===== src/rtl/pvote_pkg.sv =====
package pvote_pkg;

  typedef enum logic [2:0] {
    PWR_ON  = 3'h0,
    PWR_OFF = 3'h4,
    PWR_RET = 3'h6
  } pwr_e;

  // Request code to state; unknown codes are taken as an off request.
  function automatic pwr_e f_req_decode(input logic [2:0] code);
    case (code)
      3'h0:    f_req_decode = PWR_ON;
      3'h6:    f_req_decode = PWR_RET;
      default: f_req_decode = PWR_OFF;
    endcase
  endfunction

  // Priority: on beats retention, retention beats off.
  function automatic pwr_e f_pick(input logic any_on, input logic any_ret);
    if (any_on)       f_pick = PWR_ON;
    else if (any_ret) f_pick = PWR_RET;
    else              f_pick = PWR_OFF;
  endfunction

endpackage


===== src/rtl/pvote_slot.sv =====
module pvote_slot
  import pvote_pkg::*;
#(
  parameter int CNT_W = 4
) (
  input  logic clk,
  input  logic rst_n,
  input  logic hit,
  input  pwr_e req,
  input  pwr_e cur,
  output logic on_nz,
  output logic ret_nz,
  output logic on_nz_nxt,
  output logic ret_nz_nxt,
  output logic underflow
);
  localparam logic [CNT_W-1:0] CNT_MAX = {CNT_W{1'b1}};

  function automatic logic [CNT_W-1:0] f_step(input logic [CNT_W-1:0] q,
                                              input logic up, input logic dn);
    if (up && q != CNT_MAX)  f_step = q + 1'b1;
    else if (dn && q != '0)  f_step = q - 1'b1;
    else                     f_step = q;
  endfunction

  logic [CNT_W-1:0] on_q, ret_q, on_d, ret_d;
  logic on_inc, on_dec, ret_inc, ret_dec;

  // Counter events, chosen from the current resolved state.
  always_comb begin
    on_inc = 1'b0; on_dec = 1'b0; ret_inc = 1'b0; ret_dec = 1'b0;
    if (hit) begin
      case (cur)
        PWR_OFF: on_inc = (req == PWR_ON);
        PWR_ON: begin
          if (req == PWR_OFF) on_dec = 1'b1;
          else if (req == PWR_RET) begin ret_inc = 1'b1; on_dec = 1'b1; end
        end
        PWR_RET: begin
          if (req == PWR_OFF) ret_dec = 1'b1;
          else if (req == PWR_ON) begin on_inc = 1'b1; ret_dec = 1'b1; end
        end
        default: ;
      endcase
    end
  end

  assign on_d       = f_step(on_q, on_inc, on_dec);
  assign ret_d      = f_step(ret_q, ret_inc, ret_dec);
  assign underflow  = (on_dec && on_q == '0) || (ret_dec && ret_q == '0);
  assign on_nz      = (on_q != '0);
  assign ret_nz     = (ret_q != '0);
  assign on_nz_nxt  = (on_d != '0);
  assign ret_nz_nxt = (ret_d != '0);

  always_ff @(posedge clk) begin
    if (!rst_n) begin
      on_q  <= '0;
      ret_q <= '0;
    end else begin
      on_q  <= on_d;
      ret_q <= ret_d;
    end
  end

  a_r7_ret_sat_hold: assert property (@(posedge clk) disable iff (!rst_n)
    (ret_inc && ret_q == CNT_MAX) |=> (ret_q == CNT_MAX));
  a_r7_on_sat_hold: assert property (@(posedge clk) disable iff (!rst_n)
    (on_inc && on_q == CNT_MAX) |=> (on_q == CNT_MAX));
  a_r8_ret_floor: assert property (@(posedge clk) disable iff (!rst_n)
    (ret_dec && ret_q == '0) |=> (ret_q == '0));
  a_r10_idle_slot: assert property (@(posedge clk) disable iff (!rst_n)
    !hit |=> ($stable(on_q) && $stable(ret_q)));

endmodule


===== src/rtl/pvote_resolve.sv =====
module pvote_resolve
  import pvote_pkg::*;
#(
  parameter int N_CLIENTS = 4
) (
  input  logic [N_CLIENTS-1:0] on_nz,
  input  logic [N_CLIENTS-1:0] ret_nz,
  output pwr_e                 state
);
  logic any_on, any_ret;

  always_comb begin
    any_on  = 1'b0;
    any_ret = 1'b0;
    for (int i = 0; i < N_CLIENTS; i++) begin
      any_on  = any_on  | on_nz[i];
      any_ret = any_ret | ret_nz[i];
    end
  end

  assign state = f_pick(any_on, any_ret);

endmodule


===== src/rtl/pwr_vote_agg.sv =====
module pwr_vote_agg
  import pvote_pkg::*;
#(
  parameter int N_CLIENTS = 4,
  parameter int CNT_W     = 4,
  localparam int ID_W     = (N_CLIENTS > 1) ? $clog2(N_CLIENTS) : 1
) (
  input  logic            clk,
  input  logic            rst_n,
  input  logic            vote_valid,
  input  logic [ID_W-1:0] vote_client,
  input  logic [2:0]      vote_req,
  output logic [2:0]      bank_state,
  output logic            vote_done,
  output logic            cnt_err
);
  pwr_e                 state_q, state_d, req_dec;
  logic                 done_q, err_q;
  logic [N_CLIENTS-1:0] hit, on_nz, ret_nz, on_nz_nxt, ret_nz_nxt, uflow;

  assign req_dec = f_req_decode(vote_req);

  for (genvar g = 0; g < N_CLIENTS; g++) begin : g_slot
    assign hit[g] = vote_valid && (vote_client == ID_W'(g));
    pvote_slot #(.CNT_W(CNT_W)) u_slot (
      .clk        (clk),
      .rst_n      (rst_n),
      .hit        (hit[g]),
      .req        (req_dec),
      .cur        (state_q),
      .on_nz      (on_nz[g]),
      .ret_nz     (ret_nz[g]),
      .on_nz_nxt  (on_nz_nxt[g]),
      .ret_nz_nxt (ret_nz_nxt[g]),
      .underflow  (uflow[g])
    );
  end

  pvote_resolve #(.N_CLIENTS(N_CLIENTS)) u_resolve (
    .on_nz  (on_nz_nxt),
    .ret_nz (ret_nz_nxt),
    .state  (state_d)
  );

  always_ff @(posedge clk) begin
    if (!rst_n) begin
      state_q <= PWR_OFF;
      done_q  <= 1'b0;
      err_q   <= 1'b0;
    end else begin
      done_q <= vote_valid;
      err_q  <= err_q | (|uflow);
      if (vote_valid) state_q <= state_d;
    end
  end

  assign bank_state = state_q;
  assign vote_done  = done_q;
  assign cnt_err    = err_q;

  a_r6_on_wins: assert property (@(posedge clk) disable iff (!rst_n)
    (|on_nz) |-> (state_q == PWR_ON));
  a_r6_ret_second: assert property (@(posedge clk) disable iff (!rst_n)
    (!(|on_nz) && (|ret_nz)) |-> (state_q == PWR_RET));
  a_r6_off_last: assert property (@(posedge clk) disable iff (!rst_n)
    (!(|on_nz) && !(|ret_nz)) |-> (state_q == PWR_OFF));
  a_r9_done_follows: assert property (@(posedge clk) disable iff (!rst_n)
    vote_valid |=> vote_done);
  a_r9_done_quiet: assert property (@(posedge clk) disable iff (!rst_n)
    !vote_valid |=> !vote_done);
  a_r9_state_hold: assert property (@(posedge clk) disable iff (!rst_n)
    !vote_valid |=> $stable(bank_state));
  a_r8_err_sticky: assert property (@(posedge clk) disable iff (!rst_n)
    cnt_err |=> cnt_err);
  a_r10_one_hit: assert property (@(posedge clk) disable iff (!rst_n)
    $onehot0(hit));

endmodule


===== config.mk =====
export PLATFORM = sky130hd
export DESIGN_NAME = pwr_vote_agg
export DESIGN_NICKNAME = d
export VERILOG_FILES = /design/src/rtl/pvote_pkg.sv /design/src/rtl/pvote_slot.sv /design/src/rtl/pvote_resolve.sv /design/src/rtl/pwr_vote_agg.sv
export SDC_FILE = /design/constraint.sdc
export NUM_CORES = 1
export LEC_CHECK = 0
export ABC_CLOCK_PERIOD_IN_PS = 4510
export BUFFER_PORTS_ARGS = -buffer_cell sky130_fd_sc_hd__clkbuf_2
export CORE_MARGIN = 2
export CORE_UTILIZATION = 65
export CTS_BUF_LIST = sky130_fd_sc_hd__clkbuf_4 sky130_fd_sc_hd__clkbuf_8
export DETAILED_ROUTE_END_ITERATION = 10
export GPL_TIMING_DRIVEN = 0
export MAX_ROUTING_LAYER = met4
export PLACE_DENSITY = 0.88
export SLEW_MARGIN = 30
export SYNTH_ARGS = -nofsm -noshare
export SYNTH_HDL_FRONTEND = slang
export SYNTH_HIERARCHICAL = 1
export SYNTH_SLANG_ARGS = --single-unit
export TNS_END_PERCENT = 10

===== constraint.sdc =====
create_clock -name clk -period 4.51 [get_ports clk]
set_clock_uncertainty 0.05 [all_clocks]
set_input_delay 0.902 -clock clk [delete_from_list [all_inputs] [get_ports clk]]
set_output_delay 0.902 -clock clk [all_outputs]
set_load 0.01 [all_outputs]

==> run metrics, run 1 <==
run status finished clean; number of DRC markers after the initial detailed-route iteration 167; count of nets left with antenna violations after detail routing 0; Slew Limit Headroom 44.91%; combinational cell fraction of total power roughly 5.2%; die height 68.74 µm; antenna violations before repair 0; total vias in the final route around 2300; Total Negative Setup Slacks 0 ps; worst min-delay path category register to register; Hold Path End g_slot[2].u_slot/ret_q[1]; crit path kind input pin to register; clock transition at the register clock pins on the worst setup and hold paths after CTS 80 ps; source of the worst hold timing path g_slot[2].u_slot/ret_q[1]; number of buffers inserted by port buffering 11; I/O Pins 13; largest net degree at the start of global routing 22; area of the placeable core 0.004029 mm²; area of the mapped netlist ~0.0027 mm²; data arrival time of the critical path 3430 ps; Sinks on Clock Net 37; Startpoint Class input pin; worst-margin pin slew 823.3 ps; number of antenna cells inserted 0; P&R area growth vs syn 8.039%; total gr overflow 0; Placer Congestion 0.8157; clock network fraction of design power 40.3%; highest clock frequency the design can meet just over 300 MHz; Worst Path Required approximately 4700 ps; Initial Util 67.61%; number of buffers inserted for hold repair after clock tree synthesis 0; GRT Resource Usage Total 26.21%; Yosys reg bits 37; worst hold path depth 2; Die Span X ~69 µm; maximum count of clock buffers along a single path 2; worst vdd ir 0.2431 mV; Total Die Area about 0.0047 mm²; origin of the critical flop-to-flop path g_slot[2].u_slot/on_q[0]; worst skew pair latency 290 ps; DR WL/cell 14.05 µm; total CTS buffers 5; Setup crit end kind register; Worst Hold Margin 511.2 ps; final-stage net count 362; internal power 467.9 µW; Leakage 0.001307 µW; final hold viol count 0; Total Wirelength 5451 µm; ratio of routed vias to standard cells 5.943; first-pass GRT wire length roughly 9000 µm; Crit Path Max Fanout 15; via count of the first global-routing pass 2031; fraction of synthesis flops using an asynchronous set or reset pin 0%; fin crit share 72.84%; portion of total power attributed to sequential cells a little over half; Max Cap Viol 0; proportion of total power due to net switching 22.83%; post-CTS resize count 0; endpoint of the worst-slack reg-to-reg timing path bank_state[1]; cell count of the worst reg-to-reg path 12; worst reg-to-reg setup slack 1850 ps; Net Switching 138.4 µW; setup fix buffers added after clock tree synthesis 0; Final Max Slew Viols 0; yosys warns 6; First-pass DRT Iterations 4; Post-Synthesis Cells approximately 320; Syn Area/Cell between 8 and 9 µm²; clock period minus final worst setup slack between 3000 and 4000 ps; setup repair after global routing missed its margin false; Clk Tree Root Cell clkbuf_8; sequential share of the synthesized area 27.19%; count of cell types in the netlist 51; total power ~600 µW; count of flip-flops with a built-in enable after synthesis 0; DRC violation count after routing 0; std cell rows 23; fraction of final layout cells with drive strength greater than 1 15.68%; total setup violations reported at the end of the flow 0; fill cell total of the finished layout roughly 330; TritonCTS clock tree yes; total number of H-tree levels 2; Power Dens Cells around 200 mW/mm²; Detail Placement HPWL 3999 µm; predominant post-synthesis flop cell dfxtp_1
-- critical path, cell delays in order --
cell and delay [ps]:
clkbuf_2 90, nand2_1 40, nor2_1 620, and3b_1 300, and3_1 200, a22oi_1 220, xor2_1 210, nand3_1 140
o41a_2 500, mux2i_1 150, nor2b_1 60
-- layout by cell type (no fill, tap or decap), types with 5 or more instances in the layout --
cell type / n
a21oi_1: 7
a22oi_1: 10
and2_1: 7
and3_1: 8
and3b_1: 5
clkbuf_2: 11
clkbuf_8: 6
conb_1: 5
dfxtp_1: 37
ha_1: 16
inv_1: 25
mux2i_1: 12
nand2_1: 13
nand3_1: 19
nor2_1: 28
nor3_1: 8
nor3b_1: 5
o22a_1: 5
o22ai_1: 5
or3_1: 5
xnor2_1: 14
-- through the flow --
step | util [%] | std cells | area, µm² | setup slack [ps]
final | 73.04 | 388 | 2943 | 1225
after global routing | 73.04 | 388 | 2943 | 924.8
after CTS | 73.04 | 388 | 2943 | 1221
after detailed placement | 70.81 | 381 | 2853 | 928.0
after global placement | 70.81 | 381 | 2853 | 928.0
after floorplan | - | 320 | 2735 | 1322
-- routing by layer --
layer / global-route usage [%] / routed length (µm) / vias up
li1: - / - / 1199
met1: 31.04 / 2584 / 1071
met2: 45.07 / 2646 / 31
met3: 5.357 / 159 / 5
met4: 7.353 / 61 / 0
met5: - / 0 / -
-- worst max path at each step --
stage / to / start / depth (start not counted)
3_3_place_gp: bank_state[1] / vote_req[2] / 11
4_1_cts: bank_state[1] / vote_req[1] / 11
3_5_place_dp: bank_state[1] / vote_req[1] / 11
6_report: bank_state[1] / vote_req[1] / 11
2_1_floorplan: bank_state[1] / vote_valid / 12
5_1_grt: bank_state[1] / vote_req[2] / 12
-- final cells by class --
cell class	count	area, µm²	share of cell area [%]
Clock buffer	7	90.09	3.061
Timing Repair Buffer	11	55.05	1.871
Multi-Input combinational cell	251	1838	62.46
Tap cell	50	62.56	2.126
Sequential cell	37	740.7	25.17
Buffer	7	62.56	2.126
Inverter	25	93.84	3.189
-- cells in the mapped netlist, types with 3 or more instances --
master    count  area, µm²
a21oi_1       7      35.03
nand3_1      19      95.09
or3_1         5      31.28
ha_1         16      200.2
inv_1        25      93.84
a22oi_1      10      75.07
a32o_1        4      40.04
and2_1        7      43.79
or3b_1        4      35.03
dfxtp_1      37      740.7
o21a_1        4      30.03
and3_1        8      50.05
and4b_1       4      40.04
buf_6         4      45.04
nor3_1        8      40.04
nand4_1       4      25.02
xnor2_1      14      122.6
nand4b_1      4      35.03
and2_2        3      22.52
a211oi_1      3      22.52
o22ai_1       5      31.28
mux2_2        4      45.04
o211ai_1      3      22.52
xor2_1        3      26.28
and3_2        3      22.52
nand2_1      13      48.80
nor3b_1       5      37.54
nor2_1       28      105.1
nor4_1        4      25.02
and3b_1       5      43.79
or2_2         3      18.77
or3_2         3      22.52
and4_1        3      26.28
o21ai_0       3      15.01
a31oi_1       4      25.02
mux2i_1      12      120.1
o22a_1        5      43.79
nor3b_4       3      56.30
o311a_2       3      33.78
-- kinds of logic (layout without fill, tap and decap cells) --
| family | Yosys count | count (layout) | share of synthesized area [%] |
|---|---|---|---|
| buffers and inverters | 32 | 50 | 5.742 |
| DFF | 37 | 37 | 27.19 |
| and+or+nand+nor | 143 | 143 | 33.07 |
| other | 2 | 5 | 0.2757 |
| muxes | 16 | 16 | 6.063 |
| adders and majority gates | 16 | 16 | 7.349 |
| xor gates and xnor gates | 17 | 17 | 5.467 |
| AOI/OAI and AO/OA | 54 | 54 | 14.84 |
-- sequential cells by signal, summed over array words and instances (netlist names) --
register / count
cnt_err: 1
g_slot.u_slot/on_q: 16
vote_done: 1
bank_state: 3
g_slot.u_slot/ret_q: 16
-- power by group through the flow --
stage	logic (µW)	registers, µW	clock network (µW)
6_report	31.4	331	244
3_5_place_dp	31.4	338	0
4_1_cts	31.5	331	250
5_1_grt	34.9	331	262
3_3_place_gp	30.8	338	0
2_1_floorplan	19.5	338	0
Power figures use the tool's default switching activity.
==> run 2: changes to the inputs <==
--- a/config.mk
+++ b/config.mk
@@ -5,15 +5,15 @@
 export SDC_FILE = /design/constraint.sdc
 export NUM_CORES = 1
 export LEC_CHECK = 0
-export ABC_CLOCK_PERIOD_IN_PS = 4510
+export ABC_CLOCK_PERIOD_IN_PS = 3400
 export BUFFER_PORTS_ARGS = -buffer_cell sky130_fd_sc_hd__clkbuf_2
 export CORE_MARGIN = 2
-export CORE_UTILIZATION = 65
+export CORE_UTILIZATION = 64
 export CTS_BUF_LIST = sky130_fd_sc_hd__clkbuf_4 sky130_fd_sc_hd__clkbuf_8
 export DETAILED_ROUTE_END_ITERATION = 10
 export GPL_TIMING_DRIVEN = 0
 export MAX_ROUTING_LAYER = met4
-export PLACE_DENSITY = 0.88
+export PLACE_DENSITY = 0.87
 export SLEW_MARGIN = 30
 export SYNTH_ARGS = -nofsm -noshare
 export SYNTH_HDL_FRONTEND = slang
==> constraint.sdc (replaced) <==
create_clock -name clk -period 3.4 [get_ports clk]
set_clock_uncertainty 0.05 [all_clocks]
set_input_delay 0.68 -clock clk [delete_from_list [all_inputs] [get_ports clk]]
set_output_delay 0.68 -clock clk [all_outputs]
set_load 0.01 [all_outputs]
==> run metrics, run 2 (synthesis gave the netlist of run 1 again) <==
run status finished clean; setup repair after global routing missed its margin false; total CTS buffers 5 (unchanged); Critical Path, Cell by Cell clkbuf_2 > nand2_1 > nor2_1 > and3b_1 > and3_1 > a22oi_1 > xor2_1 > nand3_1 > o41a_2 > mux2i_1 > nor2b_1; stages on the worst setup path 11 (unchanged); fin crit share just over 90%; setup fix buffers added after clock tree synthesis 0 (unchanged); TritonCTS clock tree yes; final-stage net count 362 (unchanged); Detail Placement HPWL 4059 µm (+1.5%); fill cell total of the finished layout 326 (-1.5%); cell count of the worst reg-to-reg path 12 (unchanged); clock transition at the register clock pins on the worst setup and hold paths after CTS 80 ps (about the same); non-filler instance count after layout 389 (+0.26%); Die Span X 69.24 µm (+0.73%); Total Die Area 0.004794 mm² (+1.5%); number of antenna cells inserted 0 (unchanged); Final Core Density 73.27% (+0.22 points); commonest cells after routing, fill and taps aside dfxtp_1, nor2_1, inv_1; total gr overflow 0 (unchanged); Max Cap Viol 0 (unchanged); Placed Cells 381 (unchanged); worst vdd ir 0.2079 mV (-14%); via count of the first global-routing pass 2213 (+9.0%); maximum count of clock buffers along a single path 2 (unchanged); area of the placeable core 0.004058 mm² (+0.71%); buffering stage count on the worst path with inverters included 1 (unchanged); Placed Area 0.002853 mm² (unchanged); ratio of routed vias to standard cells 6.131 (+3.2%); std cell rows 23 (unchanged); number of buffers inserted for hold repair after clock tree synthesis 0 (unchanged); DRC violation count after routing 0 (unchanged); Clk Tree Root Cell clkbuf_8; Power Dens Cells 297.5 mW/mm² (+44%); Worst Hold Margin 495.2 ps (-15.93 ps); data arrival time of the critical path 3300 ps (-130 ps); number of DRC markers after the initial detailed-route iteration 128 (-23%); final hold viol count 0 (unchanged); number of buffers inserted by port buffering 11 (unchanged); Final Max Slew Viols 0 (unchanged); total vias in the final route 2385 (+3.4%); worst skew pair latency 290 ps (about the same); worst hold path depth 2 (unchanged); top cell family by delay on the critical path simple AND/OR/NAND/NOR gates; Setup crit end kind register; Startpoint Class input pin; P&R area growth vs syn 9.141%; First-pass DRT Iterations 4 (unchanged); die height 69.24 µm (+0.73%); worst-margin pin slew 899.3 ps (+75.96 ps); total setup violations reported at the end of the flow 0 (unchanged); largest net degree at the start of global routing 22 (unchanged); Leakage 0.001317 µW (+0.74%); GRT Resource Usage Total 25.84% (-0.37 points); DR WL/cell 14.68 µm (+4.5%); antenna violations before repair 0 (unchanged); Final Instance Area 0.002973 mm² (+1.0%); Slew Limit Headroom 39.83% (-5.1 points); total power 884.5 µW (+46%); Initial Util 67.13% (-0.48 points); critical path's slowest cell nor2_1; Total Wirelength 5712 µm (+4.8%); Placer Congestion 0.8675 (+6.4%); Crit Path Max Fanout 15 (unchanged); post-CTS resize count 0 (unchanged); count of nets left with antenna violations after detail routing 0 (unchanged); clock period minus final worst setup slack 3155 ps; fraction of final layout cells with drive strength greater than 1 15.93% (+0.25 points); most common library cell in the layout ignoring fill and taps dfxtp_1; first-pass GRT wire length 9936 µm (+10%); total number of H-tree levels 2 (unchanged); highest clock frequency the design can meet between 300 and 400 MHz; crit path kind input pin to register; I/O Pins 13 (unchanged); delay of the slowest critical-path stage 680 ps (+60 ps); worst min-delay path category register to register; Worst Path Required 3540 ps (-1110 ps); Sinks on Clock Net 37 (unchanged)
-- run 2: changes by cell type in the layout (fill, tap and decap cells not counted) --
cell / before / now
bufinv_16: 0 / 1
clkinvlp_4: 0 / 1
clkbuf_4: 1 / 0
-- run 2: metal layers --
layer  GRT usage, %  part of all wire [%]  up-vias
li1               -                     -     1206
met1          31.94                    47     1123
met2          42.31                    49       50
met3          5.087                   2.7        6
met4          8.715                   1.1        0
met5              -                     0        -
-- run 2: metrics by stage --
| stage | setup WS, ps | TNS [ps] |
|---|---|---|
| after floorplan | 433.9 | 0 |
| after global placement | 21.02 | 0 |
| after detailed placement | -1.799 | -1.799 |
| after CTS | 290.9 | 0 |
| after global routing | 43.36 | 0 |
| final | 244.5 | 0 |
-- run 2: path summary, 6_finish.rpt --
| check | startpoint | end | slack (ps) |
|---|---|---|---|
| worst min-delay path | g_slot[2].u_slot/ret_q[1] | g_slot[2].u_slot/ret_q[1] | 500 |
| worst max-delay path | vote_req[2] | bank_state[1] | 240 |
| worst max register to register | g_slot[2].u_slot/on_q[0] | bank_state[1] | 680 |
| worst min register to register | g_slot[2].u_slot/ret_q[1] | g_slot[2].u_slot/ret_q[1] | 500 |
-- run 2: report_power, final --
group | switching (µW) | leakage (µW) | internal [µW]
registers | 3.88 | 0.000298 | 435
logic | 25.7 | 0.000961 | 16.8
clock network | 165 | 0.0000574 | 239
total | 194 | 0.00132 | 690
-- run 2: worst register-to-register path, stage by stage (launching register included) --
cell and delay, ps:
dfxtp_1 360, inv_1 110, ha_1 180, or3b_4 390, and3_4 160, buf_6 120, a22oi_1 180, xnor2_1 110
or3_1 380, nor4_4 270, o41a_2 190, mux2i_1 60, nor2b_1 110
-- run 2: cell type report --
type	count	area (µm²)	area share (%)
buffer	7	62.56	2.104
clock buffer	6	82.58	2.778
clock inverter	2	37.54	1.263
inverter	25	93.84	3.157
multi-input combinational	251	1838	61.83
sequential	37	740.7	24.92
tap	50	62.56	2.104
timing repair buffer	11	55.05	1.852
==> run 3: changes to the inputs <==
--- a/config.mk
+++ b/config.mk
@@ -7,13 +7,14 @@
 export LEC_CHECK = 0
 export ABC_CLOCK_PERIOD_IN_PS = 3400
 export BUFFER_PORTS_ARGS = -buffer_cell sky130_fd_sc_hd__clkbuf_2
+export CAP_MARGIN = 10
 export CORE_MARGIN = 2
-export CORE_UTILIZATION = 64
+export CORE_UTILIZATION = 40
 export CTS_BUF_LIST = sky130_fd_sc_hd__clkbuf_4 sky130_fd_sc_hd__clkbuf_8
 export DETAILED_ROUTE_END_ITERATION = 10
 export GPL_TIMING_DRIVEN = 0
 export MAX_ROUTING_LAYER = met4
-export PLACE_DENSITY = 0.87
+export PLACE_DENSITY = 0.6
 export SLEW_MARGIN = 30
 export SYNTH_ARGS = -nofsm -noshare
 export SYNTH_HDL_FRONTEND = slang
==> run metrics, run 3 (synthesis gave the netlist of run 1 again) <==
run status finished clean; largest net degree at the start of global routing 22 (unchanged); ratio of routed vias to standard cells 5.568 (-9.2%); number of DRC markers after the initial detailed-route iteration 58 (-55%); total vias in the final route 2333 (-2.2%); Final Core Density 44.66% (-29 points); Placer Congestion 0.8047 (-7.2%); setup repair after global routing missed its margin false; crit path kind input pin to register; final-stage net count 362 (unchanged); DR WL/cell 13.95 µm (-5.0%); setup fix buffers added after clock tree synthesis 0 (unchanged); Worst Path Required 3580 ps (+40 ps); most common library cell in the layout ignoring fill and taps dfxtp_1; Die Span X 86.52 µm (+25%); proportion of total power due to net switching 23.57% (+1.6 points); Setup crit end kind register; fraction of final layout cells with drive strength greater than 1 16.22% (+0.29 points); First-pass DRT Iterations 4 (unchanged); total number of H-tree levels 2 (unchanged); area of the placeable core 0.006681 mm² (+65%); I/O Pins 13 (unchanged); Initial Util 40.77% (-26 points); Total Die Area 0.007486 mm² (+56%); Max Cap Viol 0 (unchanged); commonest cells after routing, fill and taps aside dfxtp_1, nor2_1, inv_1; Total Wirelength 5844 µm (+2.3%); fin crit share 90.05% (-2.8 points); met2 Usage GRT 27.90% (-14 points); Startpoint Class input pin; combinational cell fraction of total power 5.2% (+0.4 points); number of buffers inserted for hold repair after clock tree synthesis 0 (unchanged); total CTS buffers 5 (unchanged); Slew Limit Headroom 63.01% (+23 points); number of antenna cells inserted 0 (unchanged); worst vdd ir 0.1783 mV (-14%); clock period minus final worst setup slack 3062 ps (-93.92 ps); total setup violations reported at the end of the flow 0 (unchanged); std cell rows 30 (+30%); internal power 621.7 µW (-9.9%); first-pass GRT wire length 9936 µm (unchanged); post-CTS resize count 0 (unchanged); worst skew pair latency 290 ps (about the same); data arrival time of the critical path 3240 ps (-60 ps); highest clock frequency the design can meet 326.6 MHz (+3.1%); worst-margin pin slew 554.3 ps (-344.9 ps); number of buffers inserted by port buffering 11 (unchanged); Crit Path Max Fanout 8 (-7); GRT Resource Usage Total 16.99% (-8.8 points); Detail Placement HPWL 4364 µm (+7.5%); global routing's busiest layer met2; Net Switching 191.7 µW (-1.3%); final hold viol count 0 (unchanged); total gr overflow 0 (unchanged); Leakage 0.001309 µW (-0.60%); met1 GRT Util 21.07% (-11 points); P&R area growth vs syn 9.554%; Power Dens Cells 272.6 mW/mm² (-8.4%); Total Negative Setup Slacks 0 ps (unchanged); Final Max Slew Viols 0 (unchanged); DRC violation count after routing 0 (unchanged); via count of the first global-routing pass 2174 (-1.8%); Clk Tree Root Cell clkbuf_8; GR met3 Demand/Resource 3.619% (-1.5 points); portion of total power attributed to sequential cells 53.9% (+4.3 points); clock transition at the register clock pins on the worst setup and hold paths after CTS 80 ps (about the same); clock network fraction of design power 40.8% (-4.8 points); count of nets left with antenna violations after detail routing 0 (unchanged); worst min-delay path category register to register; die height 86.52 µm (+25%); Sinks on Clock Net 37 (unchanged); antenna violations before repair 0 (unchanged); maximum count of clock buffers along a single path 2 (unchanged); TritonCTS clock tree yes
-- run 3: changes by cell type in the layout (fill, tap and decap cells not counted) --
cell,change
nor2_1,-1
nor2_2,+1
clkbuf_4,+3
bufinv_16,-1
clkbuf_8,-1
clkinvlp_4,-1
-- run 3: worst paths after layout --
kind	startpoint	to	slack, ps	depth (start not counted)
worst max-delay path	vote_req[0]	bank_state[1]	340	11
worst min-delay path	g_slot[2].u_slot/ret_q[1]	g_slot[2].u_slot/ret_q[1]	500	2
worst max register to register	bank_state[2]	bank_state[1]	650	9
worst min register to register	g_slot[2].u_slot/ret_q[1]	g_slot[2].u_slot/ret_q[1]	500	2
-- run 3: power groups by stage --
stage,clock network [µW],logic [µW],registers (µW)
2_1_floorplan,0,25.8,449
3_3_place_gp,0,42.0,449
3_5_place_dp,0,42.3,449
4_1_cts,345,42.5,439
5_1_grt,366,47.1,439
6_report,332,42.6,439
-- run 3: routing by layer --
metal  vias to the layer above  part of all wire (%)  wire length (µm)
li1                       1198                     -                 -
met1                      1100                    48              2785
met2                        28                    49              2855
met3                         7                   2.5               147
met4                         0                  0.96                56
met5                         -                     0                 0
-- run 3: cell type report --
type                            instances  area (µm²)
Buffer                                  7       62.56
Clock buffer                            8       91.34
Fill cell                             697        3697
Inverter                               25       93.84
Multi-Input combinational cell        251        1841
Sequential cell                        37       740.7
Tap cell                               80       100.1
Timing Repair Buffer                   11       55.05
-- run 3: metrics by stage --
| stage | setup slack [ps] | cell area, µm² | hold WS [ps] | power [µW] | instances |
|---|---|---|---|---|---|
| detailed placement | -36.08 | 2890 | 491.6 | 491.2 | 411 |
| global placement | -22.25 | 2890 | 481.9 | 490.8 | 411 |
| global route | 118.1 | 2984 | 546.8 | 851.7 | 419 |
| CTS | 234.3 | 2982 | 499.1 | 825.7 | 419 |
| floorplan | 433.9 | 2735 | 458.2 | 474.8 | 320 |
| finish | 338.4 | 2984 | 502.7 | 813.5 | 419 |
-- run 3: critical path: stages --
cell      delay, ps
clkbuf_2         90
or3_1           290
nor3b_1         470
o311a_2         330
mux2_2          180
a21oi_1          60
or3_1           430
nor4_4          340
o41a_2          190
mux2i_1          60
nor2b_1         110
